$ cat src/rtl/cs_cal_pkg.sv
package cs_cal_pkg;

    typedef enum logic [1:0] {
        MS_IDLE  = 2'd0,
        MS_ARMED = 2'd1,
        MS_MEAS  = 2'd2
    } meter_st_t;

    typedef struct packed {
        logic done;
        logic accept;
    } meter_evt_t;

    localparam int TICKS_PER_REF = 128;

    function automatic logic width_ok(input logic saturated, input logic short_pulse);
        return !saturated && !short_pulse;
    endfunction

endpackage

$ cat src/rtl/cs_sync.sv
module cs_sync #(
    parameter int STAGES = 2
) (
    input  logic clk,
    input  logic rst,
    input  logic raw_n,
    output logic fall,
    output logic rise
);
    logic [STAGES-1:0] chain;
    logic              prev;

    always_ff @(posedge clk) begin
        if (rst) begin
            chain <= '1;
            prev  <= 1'b1;
        end else begin
            chain <= {chain[STAGES-2:0], raw_n};
            prev  <= chain[STAGES-1];
        end
    end

    assign fall = prev && !chain[STAGES-1];
    assign rise = !prev && chain[STAGES-1];
endmodule

$ cat src/rtl/pulse_meter.sv
module pulse_meter
    import cs_cal_pkg::*;
#(
    parameter int MIN_CYC = 256,
    parameter int MAX_CYC = 4096,
    parameter int CNT_W   = $clog2(MAX_CYC + 1)
) (
    input  logic             clk,
    input  logic             rst,
    input  logic             arm,
    input  logic             fall,
    input  logic             rise,
    output meter_evt_t       evt,
    output logic [CNT_W-1:0] width,
    output meter_st_t        state
);
    localparam logic [CNT_W-1:0] LIM_HI = CNT_W'(MAX_CYC);
    localparam logic [CNT_W-1:0] LIM_LO = CNT_W'(MIN_CYC);

    meter_st_t        st_q;
    logic [CNT_W-1:0] cnt_q;
    logic             over_q;

    always_ff @(posedge clk) begin
        if (rst) begin
            st_q   <= MS_IDLE;
            cnt_q  <= '0;
            over_q <= 1'b0;
        end else begin
            unique case (st_q)
                MS_IDLE: begin
                    if (arm) st_q <= MS_ARMED;
                end
                MS_ARMED: begin
                    if (fall) begin
                        st_q   <= MS_MEAS;
                        cnt_q  <= CNT_W'(1);
                        over_q <= 1'b0;
                    end
                end
                MS_MEAS: begin
                    if (rise) begin
                        st_q <= MS_IDLE;
                    end else if (cnt_q == LIM_HI) begin
                        over_q <= 1'b1;
                    end else begin
                        cnt_q <= cnt_q + CNT_W'(1);
                    end
                end
                default: st_q <= MS_IDLE;
            endcase
        end
    end

    always_comb begin
        evt.done   = (st_q == MS_MEAS) && rise;
        evt.accept = evt.done && width_ok(over_q, cnt_q < LIM_LO);
    end

    assign width = cnt_q;
    assign state = st_q;
endmodule

$ cat src/rtl/tick_gen.sv
module tick_gen
    import cs_cal_pkg::*;
#(
    parameter int CNT_W = 13
) (
    input  logic             clk,
    input  logic             rst,
    input  logic             restart,
    input  logic [CNT_W-1:0] period,
    output logic             tick
);
    localparam int ACC_W = CNT_W + 1;
    localparam logic [ACC_W-1:0] STEP = ACC_W'(TICKS_PER_REF);

    logic [ACC_W-1:0] acc_q;
    logic [ACC_W-1:0] sum;
    logic [ACC_W-1:0] per_ext;
    logic             wrap;

    assign per_ext = {1'b0, period};
    assign sum     = acc_q + STEP;
    assign wrap    = sum >= per_ext;

    always_ff @(posedge clk) begin
        if (rst || restart) begin
            acc_q <= '0;
            tick  <= 1'b0;
        end else begin
            acc_q <= wrap ? (sum - per_ext) : sum;
            tick  <= wrap;
        end
    end
endmodule

$ cat src/rtl/cs_cal_top.sv
module cs_cal_top
    import cs_cal_pkg::*;
#(
    parameter int MIN_CYC    = 256,
    parameter int MAX_CYC    = 4096,
    parameter int DEF_PERIOD = 1280,
    parameter int SYNC_STG   = 2
) (
    input  logic clk,
    input  logic rst,
    input  logic arm,
    input  logic cs_n,
    output logic tick,
    output logic calibrated
);
    localparam int CNT_W = $clog2(MAX_CYC + 1);
    localparam logic [CNT_W-1:0] PER_RST = CNT_W'(DEF_PERIOD);

    logic             cs_fall;
    logic             cs_rise;
    meter_evt_t       evt;
    logic [CNT_W-1:0] meas_w;
    meter_st_t        meas_st;
    logic [CNT_W-1:0] period_q;
    logic             cal_load;

    cs_sync #(.STAGES(SYNC_STG)) u_sync (
        .clk  (clk),
        .rst  (rst),
        .raw_n(cs_n),
        .fall (cs_fall),
        .rise (cs_rise)
    );

    pulse_meter #(.MIN_CYC(MIN_CYC), .MAX_CYC(MAX_CYC), .CNT_W(CNT_W)) u_meter (
        .clk  (clk),
        .rst  (rst),
        .arm  (arm),
        .fall (cs_fall),
        .rise (cs_rise),
        .evt  (evt),
        .width(meas_w),
        .state(meas_st)
    );

    assign cal_load = evt.accept;

    always_ff @(posedge clk) begin
        if (rst) begin
            period_q   <= PER_RST;
            calibrated <= 1'b0;
        end else if (cal_load) begin
            period_q   <= meas_w;
            calibrated <= 1'b1;
        end
    end

    tick_gen #(.CNT_W(CNT_W)) u_tick (
        .clk    (clk),
        .rst    (rst),
        .restart(cal_load),
        .period (period_q),
        .tick   (tick)
    );
endmodule

$ cat config.mk
export PLATFORM = sky130hd
export DESIGN_NAME = cs_cal_top
export DESIGN_NICKNAME = d
export VERILOG_FILES = /design/src/rtl/cs_cal_pkg.sv /design/src/rtl/cs_sync.sv /design/src/rtl/pulse_meter.sv /design/src/rtl/tick_gen.sv /design/src/rtl/cs_cal_top.sv
export SDC_FILE = /design/constraint.sdc
export NUM_CORES = 1
export LEC_CHECK = 0
export ABC_AREA = 1
export BUFFER_PORTS_ARGS = -buffer_cell sky130_fd_sc_hd__buf_2
export CORE_ASPECT_RATIO = 1.75
export CORE_UTILIZATION = 50
export CTS_CLUSTER_SIZE = 40
export DETAILED_ROUTE_END_ITERATION = 8
export PLACE_DENSITY = 0.75
export SETUP_SLACK_MARGIN = 0.02
export SYNTH_ARGS = -nofsm -noshare
export SYNTH_HDL_FRONTEND = slang
export SYNTH_SLANG_ARGS = --single-unit
$ cat constraint.sdc
create_clock -name clk -period 2.4 [get_ports clk]
set_input_delay 0.6 -clock clk [delete_from_list [all_inputs] [get_ports clk]]
set_output_delay 0.6 -clock clk [all_outputs]
set_load 0.02 [all_outputs]
# Yosys cells after proc, flatten, opt, wreduce, memory -nomap -nowiden
# Cells that the tools add are included.
[totals] elab_cells=51 regBits=48 output_inout_bits=2
[op_classes] n_reduce_logical=15 magnitude_cmp=2 n_eq_ne=9 n_mux=13 add_sub_neg=3
[op_table] cell="13-bit 2-to-1 mux" count=3
[op_table] cell="13-bit one-hot mux with 2 select lines" count=1
[op_table] cell="14-bit by 8-bit adder with 14-bit output (second input constant)" count=1
[op_table] cell="14-bit by 13-bit greater-or-equal comparator with 1-bit output" count=1
[op_table] cell="14-bit 2-to-1 mux" count=1
[op_table] cell="14-bit by 13-bit subtractor with 14-bit output" count=1
[op_table] cell="13-bit by 1-bit adder with 13-bit output (second input constant)" count=1
[op_table] cell="13-bit == test (second input constant)" count=1
[op_table] cell="13-bit by 9-bit less-than comparator with 1-bit output (second input constant)" count=1
[op_table] cell="2-bit inequality test (second input constant)" count=4
[op_table] cell="4-bit AND reduction" count=2
[op_table] cell="2-bit 2-to-1 mux" count=3
[op_table] cell="2-bit one-hot mux with 3 select lines" count=1
[op_table] cell="1-bit logical AND" count=5
[op_table] cell="1-bit zero test" count=4
[op_table] cell="2-bit by 1-bit inequality test with 1-bit output (second input constant)" count=2
[op_table] cell="1-bit 2-to-1 mux" count=3
[op_table] cell="3-bit AND reduction" count=1
[op_table] cell="2-bit by 1-bit == test with 1-bit output (second input constant)" count=1
[op_table] cell="2-bit == test (second input constant)" count=1
[op_table] cell="2-bit zero test" count=1
[op_table] cell="1-bit one-hot mux with 2 select lines" count=1
[op_table] cell="2-bit nonzero test" count=1
[op_table] cell="1-bit logical OR" count=1

# Depth between registers and ports, before layout
# Gate-level depths: netlist of the first run.
[depth] depth_word=5 depth_mapped=19 mapped_depth_nobuf=18

# Cells and area by module
# Synthesis of the first run repeated with hierarchy kept, for this count alone.
[hier_totals] hier_cells=508 hier_area_um2=3230.6
[modules_own_cells] mod="tick_gen" area_each_um2=1457.6 seq_area_each_um2=300.3 n_inst=1 cells_per_inst=231
[modules_own_cells] mod="pulse_meter" area_each_um2=1107.3 seq_area_each_um2=320.3 n_inst=1 cells_per_inst=181
[modules_own_cells] mod="cs_cal_top" area_each_um2=568.0 seq_area_each_um2=280.3 n_inst=1 cells_per_inst=83
[modules_own_cells] mod="cs_sync" area_each_um2=97.6 seq_area_each_um2=60.1 n_inst=1 cells_per_inst=13

# Least setup slack after synthesis of the first run
# Ideal clock, no wire load.
[synth_path] kind="register -> register" start="reg u_tick.acc_q[7]" end="reg u_tick.acc_q[0]" arrival_time_ps=2033 period_less_slack_ps=2148 path_buffers=1 slack_ps=252 path_stages_with_launch=17 setup_ps=115 cell_sequence="dfxtp_1 ha_1 nand3_1 xnor2_1 ha_1 nand2_1 inv_2 nand2_1 nor2_2 nand2_1 nand2_1 inv_1 nand2_2 nand2_4 buf_6 a21oi_1 nor2_1"
[synth_via] elab_chain_len=3
[synth_lines] item="start, declared" line_no="tick_gen.sv:15" rtl="logic [ACC_W-1:0] acc_q;"
[synth_lines] item="start signal, assigned" line_no="tick_gen.sv:29" rtl="acc_q <= wrap ? (sum - per_ext) : sum;"
[synth_lines] item="14-bit by 8-bit adder with 14-bit output" line_no="tick_gen.sv:21" rtl="assign sum = acc_q + STEP;"
[synth_lines] item="14-bit by 13-bit greater-or-equal comparator with 1-bit output" line_no="tick_gen.sv:22" rtl="assign wrap = sum >= per_ext;"
[synth_lines] item="14-bit 2-to-1 mux" line_no="tick_gen.sv:29"
# No other way between the ends.
# A chain may end at the register's enable or synchronous reset.

# Worst setup path in the final report of the first run
[layout_path] start="reg u_tick.acc_q[7]" end="reg u_tick.acc_q[11]"
[layout_via] elab_chain_len=3
[layout_lines] item="14-bit by 8-bit adder with 14-bit output *" line_no="tick_gen.sv:21"
[layout_lines] item="14-bit by 13-bit subtractor with 14-bit output or 14-bit by 13-bit greater-or-equal comparator with 1-bit output (tied branches)" line_no="tick_gen.sv:29, tick_gen.sv:22"
[layout_lines] item="14-bit 2-to-1 mux *" line_no="tick_gen.sv:29"
# Every way passes the cells marked *; elsewhere a longest branch is shown, timed or not.

==> summary.txt, run 1 <==
Power and ir drop
  • PD cells: between 1000 and 1500 nW/um^2
  • Int Pwr: 2.15 mW
  • Tot Pwr: 4.11 mW
  • Switch share: 0.477
  • Part of the power in registers: 0.248
  • Peak supply drop: 0.415 mV
  • Clk pwr share: 0.149
  • Leakage: 1.54 nW
  • Combinational fraction of design power: 0.603
  • Net switching power: 1.96 mW

STA
  • Fmax achieved: approximately 0.44 GHz
  • Max Slew Vio Count: 0
  • Period minus WS final: 2280 ps
  • Fin. Hold Viols: 0
  • Hold WS: between 400 and 500 ps
  • Clock Skew: 9.51 ps
  • Slew HR: 0.649
  • Final period util: 0.950
  • Final setup vio count: 0
  • Worst Max-Slew Pin Slew: 523 ps

Clock network
  • Hold-fix buffers at CTS: 0
  • Num CTS Buffers: 5
  • Clk sinks: 48
  • CTS tree: yes
  • Worst-path clk slew: roughly 100 ps
  • H-tree depth: 2
  • Clock tree buffer depth: 2
  • Clk Latency, worst-skew pair: approximately 310 ps
  • Root buffer cell: clkbuf_8

Yosys
  • Cell taking the most area after synthesis: dfxtp_1
  • EDFF count, synth: 0
  • Most used DFF post-synth: dfxtp_1
  • Synth warnings: 0
  • Post-Syn Area: 3010 sq um
  • Top-area cell type share of the netlist area: 0.319
  • Synthesized instance count: 451
  • Ys async rst share: 0
  • Avg Synthesized Cell Area: about 6.7 sq um
  • #FFs+latches synth: 48
  • Top cells by count, synth: 93 x nand2_1, 69 x inv_1, 48 x dfxtp_1
  • Most common cell in the synthesized netlist: nand2_1
  • Syn Nets: 472
  • Distinct cells, synth: 35
  • Sequential-to-total area share from yosys stat: 0.319
  • Synth area leaders: dfxtp_1 32%, nand2_1 12%, inv_1 8.6%

Worst setup path
  • Reg2reg setup slack: 120 ps
  • Critical Path Start: u_tick.acc_q[7]$_SDFF_PP0_
  • Worst flop-to-flop path startpoint: u_tick.acc_q[7]$_SDFF_PP0_
  • Worst Reg-to-Reg Cells: 16
  • Most common cell on crit path: nand2_1
  • Critical Path RT: ~2600 ps
  • Worst Setup End Kind: flop
  • CP max-delay cell: dfxtp_4
  • CP top delay family: simple AND/OR/NAND/NOR gates
  • WP data arrival: 2480 ps
  • Critical path buffers and inverters: 2
  • Critical path's largest stage delay: between 300 and 400 ps
  • CP startpoint kind: flop
  • Critical Path End: u_tick.acc_q[11]$_SDFF_PP0_
  • Critical-path cell list: ha_4 -> nand3_2 -> xnor2_2 -> ha_1 -> nand2_1 -> inv_2 -> nand2_1 -> nor2_2 -> nand2_1 -> nand2_1 -> inv_1 -> nand2_8 -> nand2_8 -> nand3_1 -> nand2_1 -> nor2_1
  • Critical path fanouts, max: 7
  • Critical path depth: 16
  • Critical path type: flop to flop
  • Reg-to-Reg End: u_tick.acc_q[11]$_SDFF_PP0_

Route
  • Via count: between 2,000 and 3,000
  • Routed Antenna Nets: 0
  • DR WL/cell: 14.2 microns
  • Routed wire length: about 7600 microns
  • Post-route DRC: 0
  • DR iter-0 viols: around 160
  • Vias/cell: 5.43
  • TritonRoute pass-1 iters: 4

Global route
  • First-pass GRT wire length: roughly 12,000 microns
  • Initial antenna violation count: 0
  • All-Layer GR Usage: 0.236
  • Gr ovfl total: 0
  • Largest net degree at the start of global routing: 29
  • Vias in the first global route: 2,739

Place
  • IO Port Bufs: 5
  • Post-detail-place hpwl: 5190 microns
  • Placer congestion estimate: 0.997

Floorplan
  • Die ar.: approximately 6300 sq um
  • Initial Util: 0.516
  • DIE WIDTH: about 61 microns
  • Top Ports: 6
  • DIE HEIGHT: 105 microns
  • # rows: 37
  • Core area: 5830 sq um

Cells and area
  • Share of layout cells above drive strength 1: 0.136
  • Fin nets: 482
  • Diode count: 0
  • Area grow syn2layout: 12.7%
  • Core Util, Final: 0.582

Outcome
  • Outcome: finished clean

Flow run
  • Maxcap violations: 0

Worst hold path
  • Worst Hold Class: flop to flop
registers in the layout, indices dropped and copies added, names as in the netlist:
| register | flops |
|---|---|
| u_meter.state | 2 |
| u_tick.tick | 1 |
| u_tick.acc_q | 14 |
| u_meter.over_q | 1 |
| u_sync.prev | 1 |
| period_q | 13 |
| calibrated | 1 |
| u_meter.width | 13 |
| u_sync.chain | 2 |
power groups by stage:
stage	Sequential (mW)	Combinational [mW]	Clock, mW
finish	1.02	2.48	0.613
global route	1.04	2.74	0.655
CTS	0.995	2.06	0.621
detailed placement	1.01	2.03	0
global placement	1.01	1.98	0
floorplan	1.00	1.69	0
through the flow:
| stage | TNS [ps] | instances | cell area, sq um | setup slack, ps |
|---|---|---|---|---|
| floorplan | 0 | 451 | 3010 | 252 |
| global placement | 0 | 528 | 3100 | 65.6 |
| detailed placement | -39.6 | 528 | 3100 | -18.7 |
| CTS | 0 | 536 | 3230 | 41.8 |
| global route | -293 | 540 | 3390 | -73.1 |
| finish | 0 | 540 | 3390 | 119 |
cells in the final DEF (no fill, tap or decap), types with 2 or more instances in the layout:
master    netlist  routed
nand2_1        93      93
dfxtp_2         0       2
buf_4           2       5
o211ai_1        2       2
inv_2           5       5
nand4_1        11      11
ha_4            0       2
or2_2           2       2
clkbuf_8        0       5
xor2_1         11      10
nor2_1         46      45
a21oi_2         0       7
o21ai_0        21      21
nor3_1         13      13
inv_1          69      69
nor2_2          4       5
nand2_2         4       3
nand2_8         0       5
ha_1           16      13
xnor2_1         3       2
dfxtp_1        48      45
nand3_1        29      27
nor4_1          2       2
a21oi_1        44      37
nand3_2         6       8
buf_2           2       5
per-layer routing:
metal,vias to the layer above,track usage,part of all wire
met4,0,0.141,0.058
met5,-,0,0
met3,41,0.0297,0.025
li1,1473,-,-
met1,1327,0.243,0.38
met2,89,0.424,0.53
cell families after synthesis:
family / share of synthesized area
flip-flops: 0.319
adder cells (fa/ha/maj): 0.0731
XOR/XNOR: 0.0407
AO/OA/AOI/OAI: 0.133
buffers and inverters: 0.113
AND/OR/NAND/NOR: 0.321
worst min path at each step:
stage                                             to                  startpoint  depth (start not counted)  slack, ps
after CTS                 u_sync.chain[1]$_SDFF_PP1_  u_sync.chain[0]$_SDFF_PP1_                          1        420
after detailed placement  u_sync.chain[1]$_SDFF_PP1_  u_sync.chain[0]$_SDFF_PP1_                          1        400
final                     u_sync.chain[1]$_SDFF_PP1_  u_sync.chain[0]$_SDFF_PP1_                          1        420
after global placement    u_sync.chain[1]$_SDFF_PP1_  u_sync.chain[0]$_SDFF_PP1_                          1        400
after floorplan           u_sync.chain[1]$_SDFF_PP1_  u_sync.chain[0]$_SDFF_PP1_                          1        390
after global routing      u_sync.chain[1]$_SDFF_PP1_  u_sync.chain[0]$_SDFF_PP1_                          1        430
what timing repair did:
item,CTS,global route
pin swaps,0,8
gates cloned,0,3
gates resized for setup,1,25
endpoints found under the setup margin,14,15
buffers inserted,0,1
area by class of cell:
type	count	area, sq um
flip-flops and latches	48	967
well taps	78	97.6
clock inverters	3	46.3
fillers	579	2440
multi-input cells	322	1870
clock buffers	5	68.8
repair buffers	10	62.6
inverters	74	278
Power figures use the tool's default switching activity.
==> run 2: changes to the inputs <==
- BUFFER_PORTS_ARGS: -buffer_cell sky130_fd_sc_hd__buf_2 -> -buffer_cell sky130_fd_sc_hd__buf_4
==> summary.txt, run 2 (synthesis gave the netlist of run 1 again) <==
Worst setup path
  • Critical path depth: 15 (-1)
  • Critical-path cell list: ha_4 -> nand3_1 -> xnor2_1 -> ha_1 -> nand2_1 -> inv_2 -> nand2_1 -> nor2_2 -> nand2_1 -> nand2_1 -> inv_1 -> nand2_4 -> nand2_4 -> a21oi_1 -> nor2_1
  • Critical path type: flop to flop
  • Worst flop-to-flop path startpoint: u_tick.acc_q[7]$_SDFF_PP0_
  • Reg2reg setup slack: 100 ps (-20 ps)
  • Worst Reg-to-Reg Cells: 15 (-1)
  • CP startpoint kind: flop
  • Critical path fanouts, max: 7 (unchanged)
  • CP top delay family: simple AND/OR/NAND/NOR gates
  • WP data arrival: 2510 ps (+30 ps)
  • Reg-to-Reg End: u_tick.acc_q[8]$_SDFF_PP0_
  • Critical path's largest stage delay: 380 ps (about the same)
  • Most common cell on crit path: nand2_1
  • Critical Path RT: 2600 ps (about the same)
  • CP max-delay cell: dfxtp_4
  • Worst Setup End Kind: flop
  • Critical path buffers and inverters: 2 (unchanged)

Route
  • Routed Antenna Nets: 0 (unchanged)
  • Vias/cell: 5.33 (-1.8%)
  • TritonRoute pass-1 iters: 4 (unchanged)
  • Routed wire length: 7430 microns (-2.8%)
  • DR WL/cell: 13.7 microns (-3.0%)
  • Post-route DRC: 0 (unchanged)
  • DR iter-0 viols: 202 (+23%)
  • Via count: 2,883 (-1.6%)

Place
  • IO Port Bufs: 5 (unchanged)
  • Post-placement cell count: 528 (unchanged)
  • Placer congestion estimate: 1.01 (+0.93%)
  • Post-detail-place hpwl: 5260 microns (+1.3%)

Flow run
  • Maxcap violations: 0 (unchanged)

Clock network
  • Clock tree buffer depth: 2 (unchanged)
  • Root buffer cell: clkbuf_8
  • CTS tree: yes
  • Clk Latency, worst-skew pair: 310 ps (about the same)
  • Worst-path clk slew: 100 ps (about the same)
  • Clk sinks: 48 (unchanged)
  • H-tree depth: 2 (unchanged)
  • Num CTS Buffers: 5 (unchanged)

STA
  • Hold WS: 427 ps (+6.77 ps)
  • Worst Max-Slew Pin Slew: 502 ps (-20.5 ps)
  • Clock Skew: 6.48 ps (-3.04 ps)
  • Final setup vio count: 0 (unchanged)
  • Max Slew Vio Count: 0 (unchanged)
  • Final period util: 0.959 (+0.00886)
  • Slew HR: 0.663 (+0.0138)
  • Fin. Hold Viols: 0 (unchanged)
  • Fmax achieved: 0.434 GHz (-0.92%)
  • Period minus WS final: 2300 ps (+21.3 ps)

Power and ir drop
  • Switch share: 0.460 (-0.0164)
  • Net switching power: 1.82 mW (-7.3%)
  • Int Pwr: 2.13 mW (-1.0%)
  • Peak supply drop: 0.468 mV (+13%)
  • Leakage: 1.54 nW (+0.17%)
  • Clk pwr share: 0.161 (+0.012)
  • Combinational fraction of design power: 0.583 (-0.020)
  • PD cells: 1180 nW/um^2 (-2.5%)
  • Part of the power in registers: 0.256 (+0.008)
  • Tot Pwr: 3.95 mW (-4.0%)

Global route
  • All-Layer GR Usage: 0.235 (-0.00112)
  • Initial antenna violation count: 0 (unchanged)
  • First-pass GRT wire length: 11,500 microns (-0.43%)
  • Largest net degree at the start of global routing: 29 (unchanged)
  • Vias in the first global route: 2,805 (+2.4%)
  • Gr ovfl total: 0 (unchanged)

Floorplan
  • Die ar.: 6350 sq um (unchanged)
  • DIE WIDTH: 60.7 microns (unchanged)
  • Initial Util: 0.516 (unchanged)
  • Core area: 5830 sq um (unchanged)
  • Top Ports: 6 (unchanged)
  • DIE HEIGHT: 105 microns (unchanged)
  • # rows: 37 (unchanged)

Cells and area
  • Share of layout cells above drive strength 1: 0.112 (-0.0241)
  • Layout fillers: 576 (-0.52%)
  • Largest Register: u_tick.acc_q
  • Fin nets: 483 (+0.21%)
  • Commonest non-fill, non-tap cell in the layout: nand2_1
  • Max FFs per register: 14 (unchanged)
  • Post-Layout Cell Count: 541 (+0.19%)
  • Diode count: 0 (unchanged)
  • Area grow syn2layout: 11.0%
  • Most frequent cells in the layout: 93 x nand2_1, 69 x inv_1, 46 x nor2_1

Worst hold path
  • Critical hold path startpoint: u_sync.chain[0]$_SDFF_PP1_
  • WHS Endpoint: u_sync.chain[1]$_SDFF_PP1_
  • WHS Path Cells: 1 (unchanged)
  • Worst Hold Class: flop to flop

Outcome
  • Outcome: finished clean
-- run 2: changes by cell type in the layout (fill, tap and decap cells not counted), sizes merged --
cell and change:
nand2 -1, buf +2, inv -1, clkbuf +1, clkinvlp -1, clkinv +1
-- run 2: per-stage QoR --
step	setup slack, ps	utilization	instance area [sq um]	TNS (ps)
CTS	59.1	0.556	3240	0
global placement	71.9	0.534	3110	0
floorplan	252	-	3010	0
finish	98.0	0.573	3340	0
detailed placement	-21.7	0.534	3110	-45.8
global route	-48.5	0.573	3340	-363
-- run 2: worst max-delay path by stage --
stage / start / endpoint / slack, ps
2_1_floorplan: u_tick.acc_q[7]$_SDFF_PP0_ / u_tick.acc_q[0]$_SDFFE_PP0P_ / 250
3_3_place_gp: u_tick.acc_q[7]$_SDFF_PP0_ / u_tick.acc_q[10]$_SDFF_PP0_ / 70
3_5_place_dp: u_tick.acc_q[7]$_SDFF_PP0_ / u_tick.acc_q[11]$_SDFF_PP0_ / -20
4_1_cts: u_tick.acc_q[7]$_SDFF_PP0_ / u_tick.acc_q[11]$_SDFF_PP0_ / 60
5_1_grt: u_tick.acc_q[7]$_SDFF_PP0_ / u_tick.acc_q[3]$_SDFFE_PP0P_ / -50
6_report: u_tick.acc_q[7]$_SDFF_PP0_ / u_tick.acc_q[8]$_SDFF_PP0_ / 100
-- run 2: metal layers --
layer / track usage / routed length (microns) / share of wire / vias up
li1: - / - / - / 1480
met1: 0.231 / 2870 / 0.39 / 1303
met2: 0.434 / 3960 / 0.53 / 67
met3: 0.0309 / 178 / 0.024 / 33
met4: 0.136 / 418 / 0.056 / 0
met5: 0 / 0 / 0 / -
-- run 2: what timing repair did --
item	in CTS	in global routing
pin swaps	0	6
endpoints found under the hold margin	0	0
setup buffers	0	3
endpoints found under the setup margin	13	15
gates resized for setup	1	10
cloned	0	2
hold buffers	0	0
-- run 2: layout make-up --
| type | instances | area, sq um | area share |
|---|---|---|---|
| clock buffers | 6 | 82.6 | 0.0247 |
| multi-input cells | 321 | 1790 | 0.535 |
| flip-flops and latches | 48 | 967 | 0.289 |
| inverters | 74 | 278 | 0.0831 |
| clock inverters | 2 | 38.8 | 0.0116 |
| repair buffers | 12 | 90.1 | 0.0270 |
| well taps | 78 | 97.6 | 0.0292 |
-- run 2: power by group through the flow --
stage	Clock [mW]	Sequential, mW	Combinational [mW]
after floorplan	0	1.00	1.69
after global placement	0	1.01	1.99
after detailed placement	0	1.01	2.04
after CTS	0.639	0.995	2.08
after global routing	0.677	1.03	2.54
final	0.633	1.01	2.30
==> run 3: changes to the inputs <==
- CORE_UTILIZATION: 50 -> 45
- GPL_TIMING_DRIVEN: unset -> 0
- PLACE_DENSITY: 0.75 -> 0.69
==> summary.txt, run 3 (synthesis gave the netlist of run 1 again) <==
Power and ir drop
  • Leakage: 1.58 nW (+2.6%)
  • Peak supply drop: 0.461 mV (-1.5%)
  • PD cells: 1210 nW/um^2 (+2.6%)

Place
  • Placer congestion estimate: 1.01 (+0.62%)
  • Post-detail-place hpwl: 5910 microns (+12%)
  • Pre-CTS WS: -141 ps (-119 ps)
  • Post-placement cell count: 538 (+1.9%)
  • IO Port Bufs: 5 (unchanged)

Clock network
  • Worst-path clk slew: 70 ps (-30 ps)
  • Clk sinks: 48 (unchanged)
  • Clk Latency, worst-skew pair: 290 ps (-20 ps)
  • Num CTS Buffers: 5 (unchanged)
  • CTS tree: yes
  • Clock tree buffer depth: 2 (unchanged)
  • H-tree depth: 2 (unchanged)
  • Hold-fix buffers at CTS: 0 (unchanged)
  • Root buffer cell: clkbuf_16

STA
  • Final setup vio count: 0 (unchanged)
  • Max Slew Vio Count: 0 (unchanged)
  • RSZ-0062 raised after global routing: true
  • Fmax achieved: 0.438 GHz (+0.90%)
  • Final period util: 0.951 (-0.00853)
  • Period minus WS final: 2280 ps (-20.5 ps)
  • Final WS setup: 118 ps (+20.5 ps)
  • Setup TNS: 0 ps (unchanged)
  • Fin. Hold Viols: 0 (unchanged)
  • Worst Max-Slew Pin Slew: 532 ps (+30.0 ps)
  • Slew HR: 0.645 (-0.0178)
  • Hold WS: 421 ps (-6.20 ps)
  • Clock Skew: 5.12 ps (-1.35 ps)

Floorplan
  • Top Ports: 6 (unchanged)
  • Initial Util: 0.464 (-0.0523)
  • Core area: 6490 sq um (+11%)
  • Die ar.: 7040 sq um (+11%)
  • DIE HEIGHT: 110 microns (+5.3%)
  • # rows: 39 (+5.4%)
  • DIE WIDTH: 63.8 microns (+5.2%)

Cells and area
  • Largest Register: u_tick.acc_q
  • Diode count: 0 (unchanged)
  • Most frequent cells in the layout: 93 x nand2_1, 69 x inv_1, 45 x nor2_1, 45 x dfxtp_1, 39 x a21oi_1
  • Area grow syn2layout: 15.3%
  • Post-Layout Cell Count: 550 (+1.7%)
  • Layout fillers: 666 (+16%)
  • Max FFs per register: 14 (unchanged)
  • Commonest non-fill, non-tap cell in the layout: nand2_1
  • Fin nets: 488 (+1.0%)
  • Share of layout cells above drive strength 1: 0.139 (+0.0266)
  • Core Util, Final: 0.535 (-0.0379)

Worst setup path
  • WP data arrival: 2460 ps (-50 ps)
  • Reg2reg setup slack: 120 ps (+20 ps)
  • Critical Path End: u_tick.acc_q[8]$_SDFF_PP0_
  • Worst Reg-to-Reg Cells: 16 (+1)
  • Worst flop-to-flop path startpoint: u_tick.acc_q[7]$_SDFF_PP0_
  • Reg-to-Reg End: u_tick.acc_q[8]$_SDFF_PP0_
  • Critical Path RT: 2580 ps (-20 ps)
  • CP startpoint kind: flop
  • Critical Path Start: u_tick.acc_q[7]$_SDFF_PP0_
  • Critical path fanouts, max: 8 (+1)
  • Critical path type: flop to flop
  • Worst Setup End Kind: flop

Flow run
  • Maxcap violations: 0 (unchanged)

Global route
  • Largest net degree at the start of global routing: 16 (-45%)
  • Gr ovfl total: 0 (unchanged)
  • First-pass GRT wire length: 12,200 microns (+6.7%)
  • Vias in the first global route: 2,798 (-0.25%)
  • Initial antenna violation count: 0 (unchanged)
  • All-Layer GR Usage: 0.228 (-0.00643)

Worst hold path
  • Worst Hold Class: flop to flop
  • WHS Path Cells: 1 (unchanged)

Route
  • Routed wire length: 7570 microns (+1.8%)
  • Via count: 2,926 (+1.5%)
  • DR iter-0 viols: 156 (-23%)
  • Vias/cell: 5.32 (-0.17%)
  • TritonRoute pass-1 iters: 4 (unchanged)
  • DR WL/cell: 13.8 microns (+0.16%)
  • Post-route DRC: 0 (unchanged)
  • Routed Antenna Nets: 0 (unchanged)

Outcome
  • Outcome: finished clean
==> run 3: changes by cell type in the layout (fill, tap and decap cells not counted), moves of 4 or more <==
cell,previous run,this run
clkbuf_16,0,6
clkbuf_8,6,1
a21oi_2,0,5
a21oi_1,44,39
clkbuf_1,0,4
==> run 3: how the worst min path moves through the flow <==
stage / from / to / slack, ps
2_1_floorplan: u_sync.chain[0]$_SDFF_PP1_ / u_sync.chain[1]$_SDFF_PP1_ / 390
3_3_place_gp: u_sync.chain[0]$_SDFF_PP1_ / u_sync.chain[1]$_SDFF_PP1_ / 390
3_5_place_dp: u_sync.chain[0]$_SDFF_PP1_ / u_sync.chain[1]$_SDFF_PP1_ / 410
4_1_cts: u_sync.chain[0]$_SDFF_PP1_ / u_sync.chain[1]$_SDFF_PP1_ / 420
5_1_grt: u_sync.chain[0]$_SDFF_PP1_ / u_sync.chain[1]$_SDFF_PP1_ / 450
6_report: u_sync.chain[0]$_SDFF_PP1_ / u_sync.chain[1]$_SDFF_PP1_ / 420
==> run 3: report_power, final <==
group / switching, mW / internal (mW)
clock: 0.308 / 0.415
sequential: 0.0888 / 0.929
combinational: 1.46 / 1.01
==> run 3: cell type report <==
cell class,instances,area (sq um),area share
Sequential cell,48,967,0.279
Buffer,10,75.1,0.0216
Timing Repair Buffer,9,85.1,0.0245
Clock buffer,6,139,0.0400
Clock inverter,2,15.0,0.00432
Tap cell,82,103,0.0295
Inverter,74,278,0.0800
Multi-Input combinational cell,319,1810,0.521
==> run 3: critical path, cell delays in order, from the launching register on <==
cell and delay [ps]:
dfxtp_4 380, ha_4 150, nand3_2 100, xnor2_2 160, ha_1 310, nand2_1 70
inv_2 70, nand2_1 70, nor2_2 120, nand2_1 60, nand2_1 60, inv_1 40
nand2_2 100, nand2_8 100, buf_8 150, a21oi_2 150, nor2_1 60
==> run 3: layer usage <==
metal / global-route usage / vias up / routed length (microns)
li1: - / 1486 / -
met1: 0.207 / 1356 / 2730
met2: 0.464 / 59 / 4290
met3: 0.0288 / 25 / 170
met4: 0.143 / 0 / 370
met5: 0 / - / 0
==> run 3: through the flow <==
stage          total power, mW  instance area [sq um]
2_1_floorplan             2.69                   3010
3_3_place_gp              3.11                   3150
3_5_place_dp              3.14                   3150
4_1_cts                   3.94                   3330
5_1_grt                   4.55                   3470
6_report                  4.21                   3470
==> run 3: repair_timing <==
item                                    CTS  global route
cloned                                    0             1
pin swaps                                 1             5
buffers inserted                          1             2
endpoints found under the setup margin   14            15
gates resized for setup                   5            20
